## src/rtl/sdac_frontend.sv

```systemverilog
module sdac_frontend #(
  parameter int RES     = 12,
  parameter int SYNC    = 2,
  parameter int FRAME_W = 16,
  parameter int CODE_W  = 12
) (
  input  logic              clk,
  input  logic              rst_n,
  input  logic              cs_n,
  input  logic              sclk,
  input  logic              sdi,
  output logic              sdo,
  output logic [CODE_W-1:0] dac_code,
  output logic              code_valid
);

  localparam int PAD = CODE_W - RES;
  localparam logic [CODE_W-1:0] KEEP = CODE_W'(((1 << RES) - 1) << PAD);

  logic [SYNC-1:0]    cs_pipe, ck_pipe, di_pipe;
  logic               cs_d, ck_d;
  logic [FRAME_W-1:0] shreg;

  wire cs_q    = cs_pipe[SYNC-1];
  wire ck_q    = ck_pipe[SYNC-1];
  wire di_q    = di_pipe[SYNC-1];
  wire ck_rise = ck_q & ~ck_d & ~cs_q;
  wire ck_fall = ~ck_q & ck_d & ~cs_q;
  wire cs_rise = cs_q & ~cs_d;

  always_ff @(posedge clk or negedge rst_n) begin
    if (!rst_n) begin
      cs_pipe <= '1;
      ck_pipe <= '0;
      di_pipe <= '0;
      cs_d    <= 1'b1;
      ck_d    <= 1'b0;
    end else begin
      cs_pipe <= {cs_pipe[SYNC-2:0], cs_n};
      ck_pipe <= {ck_pipe[SYNC-2:0], sclk};
      di_pipe <= {di_pipe[SYNC-2:0], sdi};
      cs_d    <= cs_q;
      ck_d    <= ck_q;
    end
  end

  always_ff @(posedge clk or negedge rst_n) begin
    if (!rst_n) begin
      shreg      <= '0;
      sdo        <= 1'b0;
      dac_code   <= '0;
      code_valid <= 1'b0;
    end else begin
      if (ck_rise) shreg <= {shreg[FRAME_W-2:0], di_q};
      if (ck_fall) sdo <= shreg[FRAME_W-1];
      if (cs_rise) dac_code <= shreg[CODE_W-1:0] & KEEP;
      code_valid <= cs_rise;
    end
  end

  // deselected samples never move the frame
  a_r2_hold_deselected: assert property (@(posedge clk) disable iff (!rst_n)
    cs_q |=> $stable(shreg));

  // latch moves only together with the strobe
  a_r4_code_with_strobe: assert property (@(posedge clk) disable iff (!rst_n)
    !$stable(dac_code) |-> code_valid);

  a_r4_strobe_single: assert property (@(posedge clk) disable iff (!rst_n)
    code_valid |=> !code_valid);

  // serial out changes only after a counted falling edge
  a_r7_sdo_on_fall: assert property (@(posedge clk) disable iff (!rst_n)
    !$stable(sdo) |-> $past(ck_fall));

  // serial out frozen while deselected
  a_r8_sdo_hold: assert property (@(posedge clk) disable iff (!rst_n)
    cs_q |=> $stable(sdo));

  // padding bits stay clear
  a_r5_pad_zero: assert property (@(posedge clk) disable iff (!rst_n)
    code_valid |-> ((dac_code & ~KEEP) == '0));

endmodule

```

## config.mk

```make
export PLATFORM = sky130hd
export DESIGN_NAME = sdac_frontend
export DESIGN_NICKNAME = d
export VERILOG_FILES = /design/src/rtl/sdac_frontend.sv
export SDC_FILE = /design/constraint.sdc
export NUM_CORES = 1
export LEC_CHECK = 0
export ABC_AREA = 1
export CAP_MARGIN = 20
export CELL_PAD_IN_SITES_DETAIL_PLACEMENT = 1
export CELL_PAD_IN_SITES_GLOBAL_PLACEMENT = 1
export CORE_MARGIN = 3
export CORE_UTILIZATION = 37
export CTS_BUF_LIST = sky130_fd_sc_hd__clkbuf_2
export DETAILED_ROUTE_END_ITERATION = 10
export DONT_BUFFER_PORTS = 1
export HOLD_SLACK_MARGIN = 0.08
export PLACE_DENSITY_LB_ADDON = 0.1
export SLEW_MARGIN = 20
export SYNTH_ARGS = -nofsm -noshare
export SYNTH_HDL_FRONTEND = slang
export SYNTH_SLANG_ARGS = --single-unit
```

## constraint.sdc

```tcl
create_clock -name clk -period 2.6 [get_ports clk]
set_input_delay 0.52 -clock clk [delete_from_list [all_inputs] [get_ports clk]]
set_output_delay 0.52 -clock clk [all_outputs]
set_load 0.02 [all_outputs]
```

Word-level counts from Yosys, hierarchy flattened

Index checks and enable logic that the tools add are counted.

Logic and storage cells: 18
Input port bits: 5
Register bits after elaboration: 38
Output and inout port bits: 14

Bitwise logic cells: 9

Operator list:

| kind      | count |
|---|---|
| 1-bit AND | 5 |
| 1-bit NOT | 4 |

Longest topological paths before layout

Gate-level depths: netlist (run 1).

Depth in word-level cells: 3
Depth in mapped cells: 6
Gate-level depth less buffers: 5

Least setup slack after synthesis (run 1)

No wires, ideal clock.

Path kind: reg2reg
Start point: register cs_pipe[1]
End point: register dac_code[0]
Stages on the path, launching flop included: 5
Buffers on the path: 1
Data required time: 2484 ps
Path slack: 1594 ps
Clock period less this slack: 1006 ps
Arrival time: 890 ps
Library setup time: 116 ps
Cell sequence: dfstp_2 > nand2_2 > buf_2 > nand2_1 > nand2_1

Cells in the longest elaborated chain, start to end: 1

Ends and longest elaborated chain:

| what                   | RTL line | source |
|---|---|---|
| start, declared        | 20       | `logic [SYNC-1:0] cs_pipe, ck_pipe, di_pipe;` |
| start signal, assigned | 39       | `cs_pipe <= {cs_pipe[SYNC-2:0], cs_n};` |
| 1-bit AND              | 29       | `wire cs_rise = cs_q & ~cs_d;` |
| end signal, assigned   | 56       | `if (cs_rise) dac_code <= shreg[CODE_W-1:0] & KEEP;` |
| end, declared          | 13       | `output logic [CODE_W-1:0] dac_code,` |

Every way passes these cells.
A chain may end at the register's enable or synchronous reset.

Worst setup path in the final report (run 1)

Start point: register sdo
End point: output port sdo

RTL lines:

| what                   | RTL line | source |
|---|---|---|
| start, declared        | 12       | `output logic sdo,` |
| start signal, assigned | 55       | `if (ck_fall) sdo <= shreg[FRAME_W-1];` |

No word-level cell between the ends.

==> reports/metrics.cfg, run 1 <==
[power_and_ir_drop]
leakagePower_nw=0.823
power.density_nw_per_um2=721
vdd.ir_drop.worst_mv=0.263

[routing]
num_vias=940
wl_per_cell_um=13.9
avgViaCountPerCell=4.90
drc=0
wl_met3_um=155
routed-wl-met2_mm=1.10
met1_length_mm=1.36
firstDrtPassIters=6
drt_wl_total_mm=2.66
ant_nets=0
drtIter0Drc=32
top_layer_used=met4

[clock_tree]
cts_max_level=2
cts_tree=built
cts_buffers=5
clk-insertion-delay-late_ps=400
clk_pin_slew_ps=200
ctsResizeCount=0
clock-sinks=38
cts_buffer_depth=2
post_cts_buffers=0
cts_root_buffer=clkbuf_2

[sta]
tightestPinTransition_ps=659
fin_skew_ps=17.0
period_share=0.548
drv_slew=0
slew_headroom=0.561
post-route-min-period_ps=1420
hold_viol_final=0
max_freq_mhz=702
rsz0062_at_grt=no
finalSetupViolCount=0
setup-tns-final_ps=0
hold_ws_ps=375
setup_ws_ps=1180

[final_layout]
final_layout_size_suffix_gt1_frac=0.116
instances_no_fill=192
layout_common_cells=70 x nand2_1, 35 x dfrtp_1, 17 x nand4_1
final_cell_area_um2=1530
fin_nets=150
syn_to_final_growth_pct=6.91
insertedDiodeCount=0
final_common_cell=nand2_1

[worst_setup_path]
crit_path_end_kind=output port
critPathLaunchType=flip-flop
worstPathMaxFanout=2
path_class=reg2out
worstPathRequired_ps=2080
crit_arrival_ps=900

[floorplanning]
die-area_um2=4650
core_area_um2=3520
start_util=0.407
rows=21
die_w_um=68.2
die_h_um=68.2
top_level_ports=19

[yosys]
synth_top_family_by_area=simple AND/OR/NAND/NOR gates
syn-instance-count=140
synthDistinctLibCells=14
synth_area_um2=1430
avgSynthCellArea_um2=10.2
synth_edf_count=0
ys_seq_area_frac=0.667
synthMuxAreaShare=0
synth-simple-area-share=0.278
ys_ff_latch=38
synth_ff_type=dfrtp_1
synth_compound_area_frac=0
yosys.area_share.adder=0
synthXorXnorAreaFrac=0
synthArstFlopShare=1.00
synth-warning-count=0
syn_nets=145

[grt]
antenna_found_initial=0
grt_overflow=0
first_global_vias=948
grt_usage=0.138
grt_max_degree=39
grt_pass1_wl_mm=4.57

[min_path]
hold_class=reg2reg

[flow_run]
drv_cap=0

[placed_design]
post-dp-hpwl_mm=1.71
placed_cells=179
port_buffers=0
dp_slack_ps=1260
dpl_cell_area_um2=1430
gp_congestion=0.749

[status]
status=finished clean

-- kinds of logic (layout without fill, tap and decap cells) --
family                 count (synthesis)  in the layout
and+or+nand+nor                       90             90
DFF                                   38             38
buffers and inverters                 12             18
-- stage by stage --
stage	power (mW)	utilization
2_1_floorplan	0.819	-
3_3_place_gp	0.839	0.407
3_5_place_dp	0.840	0.407
4_1_cts	1.12	0.429
5_1_grt	1.17	0.435
6_report	1.10	0.435
-- Yosys cell counts, types with 2 or more instances --
| library cell | count | area (µm²) |
|---|---|---|
| nand2_1 | 70 | 263 |
| dfrtp_1 | 35 | 876 |
| nand4_1 | 17 | 106 |
| dfstp_2 | 3 | 78.8 |
| inv_2 | 3 | 11.3 |
| buf_4 | 2 | 15.0 |
| buf_6 | 2 | 22.5 |
| clkbuf_4 | 2 | 15.0 |
-- flip-flops by register name, indices dropped and copies added (netlist names) --
register    flops
dac_code       12
ck_d            1
cs_d            1
cs_pipe         2
sdo             1
shreg          16
code_valid      1
ck_pipe         2
di_pipe         2
-- layout make-up --
class / count / area (µm²)
Sequential cell: 38 / 955
Multi-Input combinational cell: 90 / 398
Tap cell: 46 / 57.6
Fill cell: 414 / 1990
Inverter: 5 / 21.3
Clock buffer: 6 / 30.0
Clock inverter: 2 / 8.76
Timing Repair Buffer: 5 / 60.1
-- power by group --
group | internal [mW] | switching, mW
clock network | 0.0661 | 0.193
logic | 0.0355 | 0.0575
registers | 0.660 | 0.0914
-- timing repair --
action	4_1_cts	5_1_grt
endpoints found under the setup margin	0	0
hold buffers	3	2
hold endpoints to repair	39	2
-- per-layer routing --
layer  GRT usage  vias up
met3      0.0542        5
met4      0.0720        0
met1       0.188      451
li1            -      459
met5           0        -
met2       0.185       25
-- worst paths after layout --
kind                            start          end  slack (ps)  depth (start not counted)
min in group asynchronous       rst_n  dac_code[0]         540                          2
max reg2reg                ck_pipe[1]    shreg[13]        1230                          3
max                               sdo          sdo        1180                          0
min reg2reg                di_pipe[0]   di_pipe[1]         380                          0
min                        di_pipe[0]   di_pipe[1]         380                          0
max in group asynchronous       rst_n   cs_pipe[0]        1790                          2
Note: power is estimated with default switching activity, not from simulation.
==> inputs of run 2 (changes only) <==
clock period = 1.3 ns   (was 2.6 ns; I/O delays follow)
==> run 2 against run 1 <==
  * Sequential cell count unchanged
  * Combinational power up 120%
  * First-iteration DRC count up 69%
  * Die area unchanged
  * Non-clock buffer count up 3
  * Hold slack worse by 64 ps
  * Clock skew up 6.5 ps
  * Cell area up 1.5%
  * Global-route usage up 1.4 points
==> reports/metrics.cfg, run 2 (synthesized netlist as in run 1, its figures left out) <==
[worst_setup_path]
path_class=reg2out
worstPathMaxFanout=2  ; unchanged
reg2regPathDepth=4  ; +1
crit_arrival_ps=930  ; +30 ps
worstPathRequired_ps=1040  ; -1040 ps
rrSetupSlack_ps=200  ; -1030 ps
crit_path_end_kind=output port
reg2reg_to=shreg[6]
worstReg2RegStart=cs_pipe[1]
critPathLaunchType=flip-flop

[final_layout]
insertedDiodeCount=0  ; unchanged
final_common_cell=nand2_1
final_core_util=0.441  ; +0.00640
reg_top3=shreg: 16 flops, dac_code: 12 flops
final_layout_size_suffix_gt1_frac=0.134  ; +0.0178
fin_nets=153  ; +2.0%
final_cell_area_um2=1550  ; +1.5%
largest_register_ffs=16  ; unchanged
syn_to_final_growth_pct=8.48
top_register=shreg
layout_common_cells=70 x nand2_1, 35 x dfrtp_1, 17 x nand4_1

[grt]
grt_overflow=0  ; unchanged
grt_max_degree=39  ; unchanged
grt_usage=0.152  ; +0.0143
grt_pass1_wl_mm=5.09  ; +11%
first_global_vias=1076  ; +14%
antenna_found_initial=0  ; unchanged

[routing]
num_vias=985  ; +4.8%
ant_nets=0  ; unchanged
drtIter0Drc=54  ; +69%
avgViaCountPerCell=5.05  ; +3.2%
drc=0  ; unchanged
firstDrtPassIters=4  ; -2
drt_wl_total_mm=2.85  ; +7.0%
wl_per_cell_um=14.6  ; +5.4%

[clock_tree]
ctsResizeCount=0  ; unchanged
clk_pin_slew_ps=190  ; about the same
clk-insertion-delay-late_ps=370  ; -30 ps
cts_max_level=2  ; unchanged
cts_tree=built
cts_root_buffer=clkbuf_2
post_cts_buffers=0  ; unchanged
cts_buffers=5  ; unchanged
holdBufCountCts=5  ; +2
cts_buffer_depth=2  ; unchanged
clock-sinks=38  ; unchanged

[sta]
slew_headroom=0.769  ; +0.208
setup-tns-final_ps=0  ; unchanged
hold_viol_final=0  ; unchanged
rsz0062_at_grt=no
tightestPinTransition_ps=347  ; -312 ps
finalSetupViolCount=0  ; unchanged
period_share=0.912
fin_skew_ps=23.5  ; +6.50 ps
hold_ws_ps=312  ; -63.6 ps
drv_slew=0  ; unchanged
max_freq_mhz=843
post-route-min-period_ps=1190

[placed_design]
gp_congestion=0.712  ; -4.9%
dpl_cell_area_um2=1450  ; +1.6%
post-dp-hpwl_mm=1.93  ; +13%
port_buffers=0  ; unchanged

[floorplanning]
die_h_um=68.2  ; unchanged
start_util=0.407  ; unchanged
top_level_ports=19  ; unchanged
core_area_um2=3520  ; unchanged
rows=21  ; unchanged
die-area_um2=4650  ; unchanged
die_w_um=68.2  ; unchanged

[power_and_ir_drop]
vdd.ir_drop.worst_mv=0.558  ; +110%
power.density_nw_per_um2=1420  ; +98%
leakagePower_nw=0.837  ; +1.7%

[min_path]
hold_class=in2async

[flow_run]
drv_cap=0  ; unchanged

[status]
status=finished clean

run 2: cell types whose count changed in the layout (fill, tap and decap cells not counted), sizes merged:
cell / delta
buf: +3
run 2: metal layers:
layer | routed length [µm] | share of wire | vias to the layer above | GRT usage
met1 | 1380 | 0.48 | 497 | 0.200
met4 | 33 | 0.012 | 0 | 0.0670
met5 | 0 | 0 | - | 0
met2 | 1330 | 0.47 | 19 | 0.232
li1 | - | - | 465 | -
met3 | 102 | 0.036 | 4 | 0.0427
run 2: where the power goes:
group / total, mW / internal [mW] / switching [mW]
sequential: 1.51 / 1.32 / 0.190
clock: 0.500 / 0.133 / 0.367
combinational: 0.203 / 0.0771 / 0.126
run 2: how the worst max path moves through the flow:
stage	from	cells past startpoint	slack, ps	endpoint
5_1_grt	dac_code[5]	0	40	dac_code[5]
4_1_cts	dac_code[5]	0	90	dac_code[5]
3_5_place_dp	cs_pipe[1]	4	190	dac_code[5]
6_report	dac_code[5]	0	110	dac_code[5]
2_1_floorplan	cs_pipe[1]	4	290	dac_code[0]
3_3_place_gp	cs_pipe[1]	4	230	dac_code[6]
run 2: cell type report:
class | count | area [µm²]
inverters | 5 | 21.3
fillers | 416 | 1970
clock inverters | 2 | 8.76
flip-flops and latches | 38 | 955
repair buffers | 8 | 82.6
clock buffers | 6 | 30.0
well taps | 46 | 57.6
multi-input cells | 90 | 398
run 2: through the flow:
stage / instances / power [mW] / setup slack [ps]
detailed placement: 182 / 1.70 / 186
global placement: 182 / 1.69 / 235
CTS: 195 / 2.25 / 85.9
global route: 195 / 2.38 / 40.4
finish: 195 / 2.21 / 114
floorplan: 140 / 1.64 / 294
